==> src/rtl/alarm_pkg.sv <==
package alarm_pkg;
  localparam int DIGW = 8;
  typedef logic [DIGW-1:0] bcd2_t;

  // next value of a two-digit BCD counter with the given maximum
  function automatic bcd2_t bcd2_next(bcd2_t v, bcd2_t maxv);
    bcd2_t r;
    if (v == maxv)             r = '0;
    else if (v[3:0] == 4'd9)   r = {v[7:4] + 4'd1, 4'd0};
    else                       r = {v[7:4], v[3:0] + 4'd1};
    return r;
  endfunction
endpackage

==> src/rtl/key_repeat.sv <==
module key_repeat #(
  parameter int HOLD_TICKS = 2
) (
  input  logic clk,
  input  logic rst,
  input  logic enable,
  input  logic key,
  input  logic slow_tick,
  input  logic fast_tick,
  output logic step
);
  localparam int CW = $clog2(HOLD_TICKS + 1);
  localparam logic [CW-1:0] HOLD_V = CW'(HOLD_TICKS);

  logic          key_q;
  logic [CW-1:0] held;

  always_ff @(posedge clk) begin
    if (rst) key_q <= 1'b0;
    else     key_q <= key;
  end

  always_ff @(posedge clk) begin
    if (rst || !enable || !key)              held <= '0;
    else if (slow_tick && held != HOLD_V)    held <= held + 1'b1;
  end

  always_ff @(posedge clk) begin
    if (rst) step <= 1'b0;
    else     step <= enable && key && (!key_q || (held == HOLD_V && fast_tick));
  end


  mode_gate_chk: assert property (@(posedge clk) disable iff (rst)
    step |-> $past(enable));

  hold_bound_chk: assert property (@(posedge clk) disable iff (rst)
    held <= HOLD_V);
endmodule

==> src/rtl/bcd2_counter.sv <==
module bcd2_counter
  import alarm_pkg::*;
#(
  parameter int MAX_VAL  = 23,
  parameter int INIT_VAL = 12
) (
  input  logic  clk,
  input  logic  rst,
  input  logic  clear,
  input  logic  step,
  output bcd2_t value
);
  localparam bcd2_t MAX_B  = bcd2_t'(((MAX_VAL / 10) << 4) | (MAX_VAL % 10));
  localparam bcd2_t INIT_B = bcd2_t'(((INIT_VAL / 10) << 4) | (INIT_VAL % 10));

  always_ff @(posedge clk) begin
    if (rst || clear) value <= INIT_B;
    else if (step)    value <= bcd2_next(value, MAX_B);
  end


  digit_range_chk: assert property (@(posedge clk) disable iff (rst)
    value <= MAX_B && value[3:0] <= 4'd9);

  wrap_chk: assert property (@(posedge clk) disable iff (rst)
    (step && !clear && value == MAX_B) |=> value == '0);
endmodule

==> src/rtl/ring_timer.sv <==
module ring_timer #(
  parameter int RING_SECS = 10
) (
  input  logic clk,
  input  logic rst,
  input  logic arm,
  input  logic match,
  input  logic sec_tick,
  output logic ring
);
  localparam int RW = $clog2(RING_SECS + 1);
  localparam logic [RW-1:0] RING_V = RW'(RING_SECS);

  logic [RW-1:0] remain;
  logic          match_q;
  logic          fire;

  assign fire = arm && match && !match_q;

  always_ff @(posedge clk) begin
    if (rst) begin
      remain  <= '0;
      match_q <= 1'b0;
    end else begin
      match_q <= match;
      if (!arm)                          remain <= '0;
      else if (fire)                     remain <= RING_V;
      else if (sec_tick && remain != '0) remain <= remain - 1'b1;
    end
  end

  assign ring = (remain != '0);


  rise_cause_chk: assert property (@(posedge clk) disable iff (rst)
    $rose(ring) |-> $past(match) && $past(arm));

  count_bound_chk: assert property (@(posedge clk) disable iff (rst)
    remain <= RING_V);

  fall_cause_chk: assert property (@(posedge clk) disable iff (rst)
    $fell(ring) |-> $past(sec_tick) || !$past(arm));

  arm_off_chk: assert property (@(posedge clk) disable iff (rst)
    !arm |=> !ring);
endmodule

==> src/rtl/alarm_match_unit.sv <==
module alarm_match_unit
  import alarm_pkg::*;
#(
  parameter int HOLD_TICKS = 2,
  parameter int RING_SECS  = 10
) (
  input  logic       clk,
  input  logic       rst,
  input  logic       mode_active,
  input  logic       clear_req,
  input  logic       sec_tick,
  input  logic       fast_tick,
  input  logic       btn_hour,
  input  logic       btn_min,
  input  logic       arm,
  input  logic [7:0] tod_hour,
  input  logic [7:0] tod_min,
  input  logic [7:0] tod_sec,
  output logic [7:0] alm_hour,
  output logic [7:0] alm_min,
  output logic       ring
);
  localparam int NFIELD = 2;
  localparam int MAXV [NFIELD] = '{23, 59};
  localparam int INITV[NFIELD] = '{12, 0};

  logic  keys  [NFIELD];
  logic  steps [NFIELD];
  bcd2_t vals  [NFIELD];
  logic  clr;
  logic  match;

  assign keys[0] = btn_hour;
  assign keys[1] = btn_min;
  assign clr     = mode_active && clear_req;

  for (genvar i = 0; i < NFIELD; i++) begin : g_field
    key_repeat #(.HOLD_TICKS(HOLD_TICKS)) u_key (
      .clk(clk), .rst(rst), .enable(mode_active), .key(keys[i]),
      .slow_tick(sec_tick), .fast_tick(fast_tick), .step(steps[i]));
    bcd2_counter #(.MAX_VAL(MAXV[i]), .INIT_VAL(INITV[i])) u_cnt (
      .clk(clk), .rst(rst), .clear(clr), .step(steps[i]), .value(vals[i]));
  end

  assign alm_hour = vals[0];
  assign alm_min  = vals[1];

  assign match = (tod_sec == 8'h00) && (tod_hour == alm_hour) && (tod_min == alm_min);

  ring_timer #(.RING_SECS(RING_SECS)) u_ring (
    .clk(clk), .rst(rst), .arm(arm), .match(match),
    .sec_tick(sec_tick), .ring(ring));


  clear_chk: assert property (@(posedge clk) disable iff (rst)
    (mode_active && clear_req) |=> alm_hour == 8'h12 && alm_min == 8'h00);

  idle_hold_chk: assert property (@(posedge clk) disable iff (rst)
    (!mode_active && !$past(mode_active)) |-> $stable(alm_hour) && $stable(alm_min));
endmodule

==> config.mk <==
export PLATFORM = sky130hd
export DESIGN_NAME = alarm_match_unit
export DESIGN_NICKNAME = d
export VERILOG_FILES = /design/src/rtl/alarm_pkg.sv /design/src/rtl/key_repeat.sv /design/src/rtl/bcd2_counter.sv /design/src/rtl/ring_timer.sv /design/src/rtl/alarm_match_unit.sv
export SDC_FILE = /design/constraint.sdc
export NUM_CORES = 1
export LEC_CHECK = 0
export BUFFER_PORTS_ARGS = -buffer_cell sky130_fd_sc_hd__buf_4
export CAP_MARGIN = 0
export CELL_PAD_IN_SITES_DETAIL_PLACEMENT = 2
export CELL_PAD_IN_SITES_GLOBAL_PLACEMENT = 2
export CORE_MARGIN = 8
export CORE_UTILIZATION = 29
export CTS_CLUSTER_SIZE = 10
export DETAILED_ROUTE_END_ITERATION = 6
export PLACE_DENSITY_LB_ADDON = 0.05
export SYNTH_ARGS = -nofsm -noshare
export SYNTH_HDL_FRONTEND = slang
export SYNTH_SLANG_ARGS = --single-unit
==> constraint.sdc <==
create_clock -name clk -period 2 [get_ports clk]
set_input_delay 0.5 -clock clk [delete_from_list [all_inputs] [get_ports clk]]
set_output_delay 0.5 -clock clk [all_outputs]
set_load 0.005 [all_outputs]
* After elaboration in Yosys (flattened, before gate mapping)
Index checks and enable logic that the tools add are counted.
Storage, ports and cells: flip-flop bits (word level) 29, output and inout bits 17
Cells by class: $add $sub $neg 7, equal/unequal tests 10, mux-type cells 6, bitwise gates (word level) 1, reductions and logical operators 35
Operators by type and width (number):
- $mux 8 | 4
- $add 4x1->4 const B | 4
- $eq 8x8->1 | 2
- $logic_and 1x1->1 | 14
- $eq 4x4->1 const B | 2
- $eq 8x6->1 const B | 1
- $eq 8x7->1 const B | 1
- $logic_not 8->1 | 1
- $mux 4 | 2
- $logic_not 1->1 | 6
- $logic_or 1x1->1 | 6
- $reduce_bool 2->1 | 3
- $add 2x1->2 const B | 2
- $eq 2x2->1 const B | 2
- $ne 2x2->1 const B | 2
- $reduce_and 2->1 | 2
- $reduce_bool 4->1 | 1
- $sub 4x1->4 const B | 1
- $reduce_or 3->1 | 1
- $reduce_or 2->1 | 1
- $not 1->1 | 1

* Depth between registers and ports, before layout
Gate-level depths: netlist of run 1.
word-level depth 6, gate-level depth with buffers 6, gate-level depth less buffers 6

* By module
Synthesis of run 1 repeated with hierarchy kept, for this count alone.
Second synthesis, totals: cell total of the unflattened synthesis 172, area, all modules 1620.3 sq um
Modules (own cells, without submodules):
- bcd2_counter at g_field[0].u_cnt | instances 1, cells an instance 47, area each 425.4 sq um
- bcd2_counter at g_field[1].u_cnt | instances 1, cells an instance 42, area each 421.7 sq um
- key_repeat | instances 2, cells an instance 15, area each 162.7 sq um
- ring_timer | instances 1, cells an instance 28, area each 246.5 sq um
- alarm_match_unit | instances 1, cells an instance 25, area each 201.4 sq um

* Worst setup path after synthesis of run 1
Ideal clock, no wire load.
path kind input -> register, from input tod_hour[7], to register u_ring.remain[0], arrival time 1438 ps, required time 1876 ps, path slack 438 ps, stages 4, path buffers 0, path through xor2_1 > nor4_1 > nand3_1 > o311a_2
On the way: longest elaborated chain between the ends 6
RTL lines:
- start: declaration | RTL line alarm_match_unit.sv:16 | input logic [7:0] tod_hour,
- $eq 8x8->1 | RTL line alarm_match_unit.sv:48 | assign match = (tod_sec == 8'h00) && (tod_hour == alm_hour) && (tod_min == alm_min);
- $logic_and 1x1->1 (2 in a row) | RTL line alarm_match_unit.sv:48
- $logic_and 1x1->1 (2 in a row) | RTL line ring_timer.sv:18 | assign fire = arm && match && !match_q;
- $reduce_or 3->1 (no line)
- end signal: assignment | RTL line ring_timer.sv:28 | else if (sec_tick && remain != '0) remain <= remain - 1'b1;
- end: declaration | RTL line ring_timer.sv:14 | logic [RW-1:0] remain;
Every way passes these cells. A chain may end at the register's enable or synchronous reset.

* Final worst setup path of run 1
from register u_ring.remain[0], to output ring
On the way: longest elaborated chain between the ends 1
RTL lines:
- $reduce_bool 4->1 | RTL line ring_timer.sv:32 | assign ring = (remain != '0);
- end: declaration | RTL line alarm_match_unit.sv:21 | output logic ring
Every way passes these cells.

==> results.txt, run 1 <==
The flow ran to the end, and the final reports show no timing, DRC or antenna violations. Averaged over all synthesized cells, the footprint is 9.03 sq um. The leakage dissipation is 0.972 nW. The reg-to-reg startpoint is g_field[0].u_cnt.value[1]. In the final layout, the share of cells above drive strength 1 is 0.302.

The fraction of registers with async set/reset came out at 0. The terminus of the critical flop-to-flop path is g_field[0].u_cnt.value[2]. The critical path arrival came out at 1410 ps. The worst hold path terminates at g_field[1].u_key.step. The initial utilization of the core area, before any placement, comes to 0.294. In this run the most critical hold path is launched from g_field[1].u_key.key_q.

The tightest min-delay check is of the reg -> reg type. The largest net degree at the start of global routing is 12. The estimated wirelength of the detail-placed design came out at 4.19 mm.

The final-report hold violation count came out at 0. TritonCTS built the clock tree. The achievable clock frequency is 523 MHz. Of all nets on the critical path, the largest fanout is 4. The hold buffer count at CTS came out at 0. At the worst endpoint, the required time is 1500 ps.

The synthesis-to-finish area growth is 37.4%. By startpoint and endpoint, the worst setup path is classified as reg -> out. The routability congestion estimate from global placement is 0.732.

STA classifies the critical path endpoint as an output pin. The total die area is 8070 sq um. dfxtp_1 takes more of the synthesized area than any other cell.

The antenna cell count came out at 0. The final cell utilization of the core is 0.404. The area share of the largest cell type after synthesis is 0.367. The count of pins on the block boundary is 50.

The number of global-route vias before repair was 1752. The final setup violation count came out at 0. In this run the remaining antenna-violating nets after routing total 0. The port buffer count is 49.

The buffer count from post-CTS setup fixing is 0. Counting instances, the worst hold path has a depth of 1. The nature of the critical path startpoint is a flip-flop. The total number of clock tree sinks is 29.

The number of antenna violations at the first check in global routing is 0. Setup repair after global routing left no endpoint under its margin. The number of placed cells counting well taps is 296.

The clock transition time at the flip-flop clock pins of the worst setup and hold paths is 60 ps. The number of iterations in the first detailed-routing pass is 4. VDD sags by at most 0.000368 V. For this run, the leading register cell type out of synthesis is dfxtp_1.

The total negative slack came out at 0 ps. The number of pins exceeding their max-slew limit in the final report came out at 0. The count of flip-flops with a built-in enable after synthesis came out at 0. The post-detailed-route wirelength per cell came out at 16.5 um. The post-cts repair resize count came out at 1. Setup slack on the worst reg-to-reg path comes out at 230 ps. In this run the deepest clock path goes through 2 buffers.

The register area share after synthesis is 0.367. In this run the number of H-tree levels came out at 2. Using the TritonRoute via totals, the vias-per-cell ratio works out to 4.75.

The max-capacitance violation count came out at 0. The placeable core region came out at 5370 sq um. At the pin with the least slew margin, the transition time is 378 ps. Ranked by total cell area, the synthesized netlist is headed by dfxtp_1, xor2_1, ha_1, nor2_1, a21oi_1. The first global-routing pass estimated 8.40 mm of wire. The die height came out at 89.8 um. The power density over cell area is 619 nW/um^2. Clock latency on the worst-skew pair, taken at its later pin, is 270 ps. The total via count after detailed routing came out at 1444. The total standard cell area after synthesis is 1580 sq um. At the end of the flow, the number of nets in the layout was 275. The count of cell types in the netlist is 38. The synthesized design contains 29 register bits. The number of warnings issued by yosys is 0. The remaining design rule violation count came out at 0. Once layout is complete, the cells apart from fillers number 304. The overall routing resource usage came out at 0.125. The root buffer cell is clkbuf_8.

The number of placement rows came out at 27. The post-route clock period utilization is 0.956. The synthesized netlist cell count is 175. When the netlist entered floorplanning its net count stood at 219. The post-layout minimum cycle time came out at 1910 ps. The routed wire length came out at 5.01 mm. The number of DRC markers in iteration 0 came out at 15. The total congestion overflow after global routing is 0. The die boundary width came out at 89.8 um. The relative slew slack is 0.745.

The path depth of the worst reg2reg path is 6. Clock tree synthesis inserted a total of 5 buffers. For the final database, setup skew stands at 3.36 ps.
how the worst max path moves through the flow:
stage	start	endpoint	slack, ps	cells after the start
5_1_grt	u_ring.remain[1]	ring	20	4
6_report	u_ring.remain[0]	ring	90	4
4_1_cts	u_ring.remain[0]	ring	30	4
2_1_floorplan	tod_hour[7]	u_ring.remain[0]	440	4
3_3_place_gp	tod_hour[7]	u_ring.remain[0]	80	5
3_5_place_dp	tod_min[6]	u_ring.remain[0]	-4	5
critical path: stages (launching register included):
cell and delay (ps):
dfxtp_2 340, inv_1 60, ha_2 190, or3b_4 400, buf_4 150
kinds of logic after synthesis:
| family | Yosys count | share of synthesized area |
|---|---|---|
| multiplexers | 1 | 0.00713 |
| AO/OA/AOI/OAI | 30 | 0.124 |
| XOR/XNOR | 26 | 0.144 |
| buffers and inverters | 13 | 0.0317 |
| adder cells (fa/ha/maj) | 11 | 0.0871 |
| flip-flops | 29 | 0.367 |
| AND/OR/NAND/NOR | 65 | 0.238 |
synth_stat cells, types with 2 or more instances:
master    count
o41ai_1       2
nor3_1        7
o21ai_0       6
a21oi_1      11
nand2_1      11
xor2_1       21
nor2_1       17
a211oi_1      3
nand3_1       3
inv_1        10
and2_1        2
nor4b_1       2
nor4_1        4
dfxtp_1      29
a31oi_1       2
ha_1         11
nor2b_1       5
clkbuf_1      2
nand4_1       3
nor4_2        2
xnor2_1       5
cells in the final DEF (no fill, tap or decap), types with 3 or more instances in the layout:
master    count
nor2_1       17
buf_4        52
ha_1         10
a21oi_1      11
o21ai_0       6
nand3_1       3
nor3_1        7
nor2b_1       5
xnor2_1       5
nor4_1        4
xor2_1       21
nand4_1       3
dfxtp_1      28
clkbuf_8      6
nand2_1      11
a211oi_1      3
inv_1        10
area by class of cell:
class,instances,area [sq um]
Clock buffer,7,86.3
Clock inverter,1,30.0
Fill cell,595,3200
Inverter,10,37.5
Multi-Input combinational cell,133,955
Sequential cell,29,582
Tap cell,72,90.1
Timing Repair Buffer,52,390
report_power, final:
| part | switching (mW) | internal (mW) |
|---|---|---|
| clock network | 0.215 | 0.406 |
| registers | 0.00842 | 0.586 |
| logic | 0.0581 | 0.0708 |
per-stage QoR:
step / total power, mW / cell area, sq um / setup slack, ps / hold slack [ps]
3_3_place_gp: 0.732 / 2050 / 83.2 / 397
5_1_grt: 1.40 / 2170 / 16.9 / 416
3_5_place_dp: 0.739 / 2050 / -4.12 / 400
4_1_cts: 1.36 / 2170 / 26.6 / 410
6_report: 1.34 / 2170 / 88.8 / 402
2_1_floorplan: 0.656 / 1580 / 438 / 384
sequential cells by signal, summed over array words and instances (netlist names):
| register | flops |
|---|---|
| g_field.u_cnt.value | 16 |
| g_field.u_key.held | 4 |
| g_field.u_key.key_q | 2 |
| g_field.u_key.step | 2 |
| u_ring.match_q | 1 |
| u_ring.remain | 4 |
routing by layer:
metal / vias up / global-route usage / wire (um) / share of wire
met2: 24 / 0.236 / 2730 / 0.55
met5: - / 0 / 0 / 0
met3: 4 / 0.0299 / 142 / 0.028
li1: 723 / - / - / -
met4: 0 / 0.0296 / 27 / 0.0054
met1: 693 / 0.136 / 2110 / 0.42
No activity file was read; power rests on OpenSTA's default activity.
==> inputs of run 2 (changes only) <==
--- a/config.mk
+++ b/config.mk
@@ -10,10 +10,11 @@
 export CELL_PAD_IN_SITES_DETAIL_PLACEMENT = 2
 export CELL_PAD_IN_SITES_GLOBAL_PLACEMENT = 2
 export CORE_MARGIN = 8
-export CORE_UTILIZATION = 29
+export CORE_UTILIZATION = 30
 export CTS_CLUSTER_SIZE = 10
 export DETAILED_ROUTE_END_ITERATION = 6
 export PLACE_DENSITY_LB_ADDON = 0.05
 export SYNTH_ARGS = -nofsm -noshare
 export SYNTH_HDL_FRONTEND = slang
+export SYNTH_HIERARCHICAL = 1
 export SYNTH_SLANG_ARGS = --single-unit
==> run 2 against run 1 <==
Die area is 0.73% lower. Combinational power increased by 5%. Sequential cell count unchanged. Critical path type unchanged. Highest routed layer unchanged.
==> results.txt, run 2 <==
The flow ran to the end, and the final reports show no timing, DRC or antenna violations. The count of pins on the block boundary is 50. For the pin with the worst max-slew slack, the measured transition is 414 ps.

The area share of the largest cell type after synthesis is 0.358. By area the synthesized netlist is led by dfxtp_1, xor2_1, ha_1, a21oi_1, xnor2_1. Dividing the detail-routed wire length by the instance count gives 16.5 um. STA classifies the critical path endpoint as an output pin.

The type of the worst min-delay path is reg -> reg. The buffer count from post-CTS setup fixing is 0. The number of antenna violations at the first check in global routing is 0. The starting density of the core came out at 0.313. Entering global routing, the biggest net connects 15 pins. Summing all placed instances gives a cell area of 2110 sq um. g_field.u_cnt/value holds more flip-flops than any other register. Final hold analysis gives a worst-case slack of 406 ps. After detailed routing, the number of remaining DRC violations is 0. The post-route clock period utilization is 0.958.

The routed wire length is 5.02 mm. Setup violations remaining at the end of the flow were counted as 0. The maximum root-to-sink buffer count came out at 2.

The origin of the worst min-delay path is g_field[1].u_key/key_q. The overall routing resource usage came out at 0.138. Leaving out fill and tap cells, the most frequent cells in the layout are buf_4, dfxtp_1, xor2_1. The placeable core region came out at 5170 sq um.

STA puts the critical path data arrival time at 1420 ps. The tree is rooted in a clkbuf_8. The worst hold path terminates at g_field[1].u_key/step.

The post-layout minimum cycle time is 1920 ps. For the final routed database, the setup TNS stands at 0 ps. The relative slew slack came out at 0.724. In this run the critical register-to-register path is captured at u_ring/remain[1]. For this run, the leading register cell type out of synthesis is dfxtp_1. The hold buffer count at CTS came out at 0. Setup repair after global routing left no endpoint under its margin.

The clock tree skew after final layout came out at 7.15 ps. The design draws 1.19 mW. TritonCTS built the clock tree.

The die height is 89.5 um. The average instance in the mapped netlist occupies 9.42 sq um. Data on the critical path is required at its endpoint by 1500 ps. The largest registers in the layout are g_field.u_cnt/value (16), g_field.u_key/held (4), u_ring/remain (4). The count of cell types in the netlist came out at 42. The total via count after detailed routing came out at 1523. The largest voltage drop on the vdd net is 0.000200 V. Routability-driven placement finished with a final weighted congestion of 0.789. The largest total area in the synthesized netlist belongs to dfxtp_1.

The clock insertion delay at the later pin of the skew report came out at 280 ps. Summed over all layers, the global routing overflow is 0. The flip-flop and latch count after synthesis is 29. After routing the design area is 2210 sq um.

The via count normalized by instance count came out at 5.01. The power density over cell area came out at 539 nW/um^2. The count of flip-flops with a built-in enable after synthesis came out at 0. The number of global-route vias before repair is 1712.

The number of buffers created by CTS is 5. The final-report hold violation count is 0. The total number of clock tree sinks is 29. The number of nets handed over by synthesis was 214. The clock transition time at the flip-flop clock pins of the worst setup and hold paths is 70 ps.

The max-capacitance violation count is 0. The commonest cells after synthesis are dfxtp_1, xor2_1, a21oi_1. The number of iterations in the first detailed-routing pass came out at 4. The estimated wirelength of the detail-placed design came out at 4.21 mm.

The critical path is of the reg -> out type. The total die area is 8010 sq um. The number of flip-flops under the largest register name came out at 16. For this run, the number of Yosys warnings is 6.

Synthesis handed over a netlist of 172 instances. The achievable clock frequency is 522 MHz. The register area share after synthesis came out at 0.358.

Summed over all cells, the static leakage comes to 0.989 nW. The largest fanout of any net on the critical path is 5. The antenna cell count came out at 0. The synthesis-to-finish area growth is 36.5%. The path depth of the worst reg2reg path came out at 7. Along the worst hold path, the cell count comes to 1.

The most common cell in the synthesized netlist is dfxtp_1. In this run the cell area of the synthesized design comes to 1620 sq um. The number of placement rows is 26. For this run, asynchronously set or reset flops after synthesis account for 0. The total number of H-tree levels came out at 2.

The net count of the finished layout came out at 275. The die boundary width came out at 89.5 um. The reg-to-reg startpoint is g_field[1].u_cnt/value[6]. The slack of the worst reg-to-reg path came out at 190 ps. The number of pins exceeding their max-slew limit in the final report came out at 0. The most common library cell in the layout ignoring fill and taps is buf_4. The count of antenna-violating nets left after detailed routing came out at 0. The wire length of the first global-routing pass came out at 8.31 mm.

The share of cells above drive strength 1 came out at 0.359. The number of DRC markers in iteration 0 is 30. The nature of the critical path startpoint is a flip-flop.

The port buffer count is 49. The final cell utilization of the core is 0.428.
-- run 2: worst max path at each step --
| stage | to | cells after the start | from | slack, ps |
|---|---|---|---|---|
| after global placement | u_ring/remain[1] | 8 | tod_min[1] | 50 |
| after global routing | u_ring/remain[1] | 7 | g_field[1].u_cnt/value[4] | 4 |
| after CTS | ring | 4 | u_ring/remain[0] | 30 |
| after floorplan | u_ring/remain[1] | 7 | tod_min[6] | 320 |
| after detailed placement | u_ring/remain[1] | 8 | tod_min[3] | -30 |
| final | ring | 4 | u_ring/remain[1] | 80 |
-- run 2: cell families after synthesis --
group                    after synthesis  synth area share
AND/OR/NAND/NOR                       66             0.276
buffers and inverters                 11            0.0317
AO/OA/AOI/OAI                         34             0.140
adder cells (fa/ha/maj)                9            0.0695
flip-flops                            29             0.358
XOR/XNOR                              22             0.119
multiplexers                           1           0.00618
-- run 2: critical path, cell delays in order (launching register included) --
cell and delay (ps):
dfxtp_1 320, inv_1 100, ha_4 150, or3b_4 410, buf_4 150
-- run 2: area by class of cell --
| class | count | area [sq um] |
|---|---|---|
| inverter | 8 | 30.0 |
| multi-input combinational | 132 | 1000 |
| fill | 568 | 2960 |
| clock buffer | 6 | 72.6 |
| tap | 70 | 87.6 |
| sequential | 29 | 581 |
| timing repair buffer | 57 | 428 |
| clock inverter | 2 | 10.0 |
-- run 2: metal layers --
| metal | vias to the layer above | share of wire | global-route usage |
|---|---|---|---|
| met1 | 739 | 0.41 | 0.146 |
| met5 | - | 0 | 0 |
| met4 | 0 | 0.011 | 0.0408 |
| met2 | 37 | 0.51 | 0.251 |
| li1 | 742 | - | - |
| met3 | 5 | 0.067 | 0.0469 |
-- run 2: what timing repair did --
item / 4_1_cts / 5_1_grt
pin swaps: 1 / 0
resized for setup: 3 / 1
setup endpoints to repair: 1 / 1
-- run 2: per-stage QoR --
step / setup slack [ps] / instances
2_1_floorplan: 322 / 172
3_3_place_gp: 51.4 / 296
3_5_place_dp: -25.7 / 296
4_1_cts: 34.4 / 304
5_1_grt: 4.30 / 304
6_report: 84.7 / 304
-- run 2: report_power, final --
| group | total [mW] | leakage, nW | switching [mW] | internal, mW |
|---|---|---|---|---|
| combinational | 0.136 | 0.709 | 0.0596 | 0.0767 |
| sequential | 0.596 | 0.235 | 0.00972 | 0.586 |
| clock | 0.461 | 0.0450 | 0.221 | 0.240 |
| total | 1.19 | 0.989 | 0.290 | 0.903 |
==> inputs of run 3 (changes only) <==
--- a/config.mk
+++ b/config.mk
@@ -14,6 +14,7 @@
 export CTS_CLUSTER_SIZE = 10
 export DETAILED_ROUTE_END_ITERATION = 6
 export PLACE_DENSITY_LB_ADDON = 0.05
+export SLEW_MARGIN = 30
 export SYNTH_ARGS = -nofsm -noshare
 export SYNTH_HDL_FRONTEND = slang
 export SYNTH_HIERARCHICAL = 1
==> constraint.sdc (replaced) <==
create_clock -name clk -period 2 [get_ports clk]
set_input_delay 0.5 -clock clk [delete_from_list [all_inputs] [get_ports clk]]
set_output_delay 0.5 -clock clk [all_outputs]
set_load 0.05 [all_outputs]
==> run 3 against run 2 <==
Utilization grew 1.0 points. Global-route usage grew 0.96 points. Combinational power is 6% higher. Clock skew is 1.8 ps higher. Via count shrank 0.92%. Critical endpoint unchanged. Largest power group is now clock.
==> results.txt, run 3 (same netlist as run 2, synthesis figures left out) <==
The number of antenna violations at the first check in global routing is 0. The placeable core region came out at 5170 sq um. The number of global-route vias before repair is 1764. The die boundary width came out at 89.5 um. Setup repair after global routing left no endpoint under its margin. The number of instances on the worst hold path is 1. For this design the top-level I/O count stands at 50. The clock tree skew after final layout is 8.92 ps. The terminus of the critical flop-to-flop path is u_ring/remain[1]. Across every metal layer, demand over resource in global routing totals 0.147. The kind of capture point of the worst setup path is an output pin. The final-report hold violation count came to 0. The slowest stage cell on the critical path is or3b_4.

The clock transition time at the flip-flop clock pins of the worst setup and hold paths came out at 60 ps. The die height came out at 89.5 um. In this design, the stage delay of the slowest critical-path cell is 380 ps. The worst setup path is launched from a flip-flop.

In this run the clock root is driven by a clkbuf_8. The post-route clock period utilization is 0.952. In this run, the number of DRC markers left after iteration 0 of detailed routing was 65. The first detailed-routing pass ran for 4 iterations.

The worst pin sits at a relative slew slack of 0.718. The switching portion of total power is 0.229. The critical path arrival is 1400 ps. Once detail routing completed, the nets flagged for antenna violations numbered 0. Data on the critical path is required at its endpoint by 1500 ps. The number of pins exceeding their max-slew limit in the final report came out at 0. After the last flow step, the layout net total stands at 274. The internal power is 1.07 mW. Max-cap violations in this run came to 0. Walking the worst path, the cells encountered are inv_1 > ha_4 > or3b_4 > buf_6. The share of total power dissipated in sequential elements is 0.431. In this run the power density over the cells is 612 nW/um^2. The synthesis-to-finish area growth came out at 39.8%.

The transition at the pin with the smallest max-transition slack came out at 417 ps. The worst hold path begins at g_field[1].u_key/key_q. In the layout the commonest cells are buf_4, dfxtp_1, xor2_1. Setup violations remaining at the end of the flow were counted as 0. The leakage dissipation came out at 1.00 nW. The total number of H-tree levels came out at 2.

The number of inserted filler cells in the final layout is 556. Summed over all nets, the switching power comes to 0.317 mW. The part of the total power dissipated in the clock network came out at 0.465. The tightest hold path in the finished design has a slack of 404 ps. The path with the worst hold slack has its endpoint at g_field[1].u_key/step. The post-layout worst setup margin is 96.8 ps.

The total via count after detailed routing came out at 1509. The number of placement rows came out at 26. The type of the worst min-delay path is reg -> reg. At the end of routability-driven placement, the weighted congestion stood at 0.791. In this run the deepest clock path goes through 2 buffers.

The post-detailed-route wirelength per cell is 17.2 um. The hold buffer count at CTS came out at 0. The path depth of the worst reg2reg path came out at 7. Leaving out fill and tap cells, the most frequent cell in the layout is buf_4.

The repair_antennas step left the layout with diodes totalling 0. In the final layout, the registers with the most flip-flops are g_field.u_cnt/value (16), g_field.u_key/held (4), u_ring/remain (4). The combinational cell fraction of total power came out at 0.104. The starting density of the core came out at 0.313. The via count normalized by instance count came out at 4.98. At the later pin of the worst-skew pair, clock insertion delay measures 290 ps. The largest net degree at the start of global routing came out at 15. The minimum setup slack after placement is -22.9 ps. The port buffer count is 49. In this run, CTS created clock tree buffers numbering 5. The largest fanout of any net on the critical path came out at 4. The setup path with the least slack is of type reg -> out.

For this run, design rule violations remaining after detail routing come to 0. More flip-flops sit in one register than any other, and that register is g_field.u_cnt/value. The worst register-to-register path begins at g_field[1].u_cnt/value[1].

The total number of clock tree sinks came out at 29. The first global-routing pass estimated 8.74 mm of wire. The share of cells above drive strength 1 came out at 0.382. The run finished with clean final reports. After layout, the design draws a total of 1.39 mW. The routed design has 5.21 mm of wire. Derived from the worst setup path, the maximum achievable clock frequency is 525 MHz. Across the VDD grid, the largest voltage drop is 0.000305 V. The total die area came out at 8010 sq um. TritonCTS built the clock tree.

The final cell utilization of the core is 0.438. The slack of the worst reg-to-reg path came out at 200 ps. The estimated wirelength of the detail-placed design came out at 4.17 mm.

The number of flip-flops under the largest register name is 16. For the finished layout, the period the worst path requires is 1900 ps. The total congestion overflow after global routing came out at 0.
-- run 3: cell count changes in the layout (fill, tap and decap cells not counted), sizes merged --
cell,before,now
bufinv,0,1
clkbuf,6,7
clkinv,2,0
buf,57,56
-- run 3: area by class of cell --
cell class	count	area, sq um	share of cell area
Clock buffer	7	86.3	0.0381
Clock inverter	1	30.0	0.0133
Timing Repair Buffer	56	424	0.187
Tap cell	70	87.6	0.0387
Sequential cell	29	584	0.258
Multi-Input combinational cell	132	1020	0.451
Inverter	8	30.0	0.0133
-- run 3: how the worst max path moves through the flow --
stage / startpoint / end
final: u_ring/remain[1] / ring
after global routing: g_field[1].u_cnt/value[1] / u_ring/remain[1]
after CTS: u_ring/remain[0] / ring
after detailed placement: tod_min[1] / u_ring/remain[1]
after global placement: tod_min[1] / u_ring/remain[1]
after floorplan: g_field[1].u_cnt/value[3] / u_ring/remain[1]
-- run 3: per-layer routing --
layer	share of wire	vias to the layer above	GRT usage	wire length (um)
met5	0	-	0	0
met4	0.014	0	0.0498	71
met3	0.055	6	0.0506	289
met2	0.51	35	0.265	2670
met1	0.42	734	0.157	2180
li1	-	734	-	-
-- run 3: per-stage QoR --
step | setup TNS [ps] | std cells | instance area (sq um)
6_report | 0 | 303 | 2260
3_5_place_dp | -22.9 | 294 | 2100
3_3_place_gp | 0 | 294 | 2100
2_1_floorplan | 0 | 172 | 1620
4_1_cts | 0 | 302 | 2230
5_1_grt | 0 | 303 | 2260
-- run 3: power by group through the flow --
stage	combinational, mW	clock (mW)	sequential [mW]
after CTS	0.143	0.667	0.597
final	0.144	0.645	0.597
after global routing	0.158	0.691	0.598
after floorplan	0.0571	0	0.614
after global placement	0.136	0	0.609
after detailed placement	0.142	0	0.610
-- run 3: worst max-delay path: cells and delay by family (launching register included) --
kind,cells,cell delay (ps)
buf+inv,2,260
fa+ha+maj,1,150
simple gates,1,380
flops,1,320
-- run 3: repair_timing --
action                     CTS  global route
pin swaps                    1             0
gates resized for setup      4             7
setup buffers                0             1
setup endpoints to repair    1             2
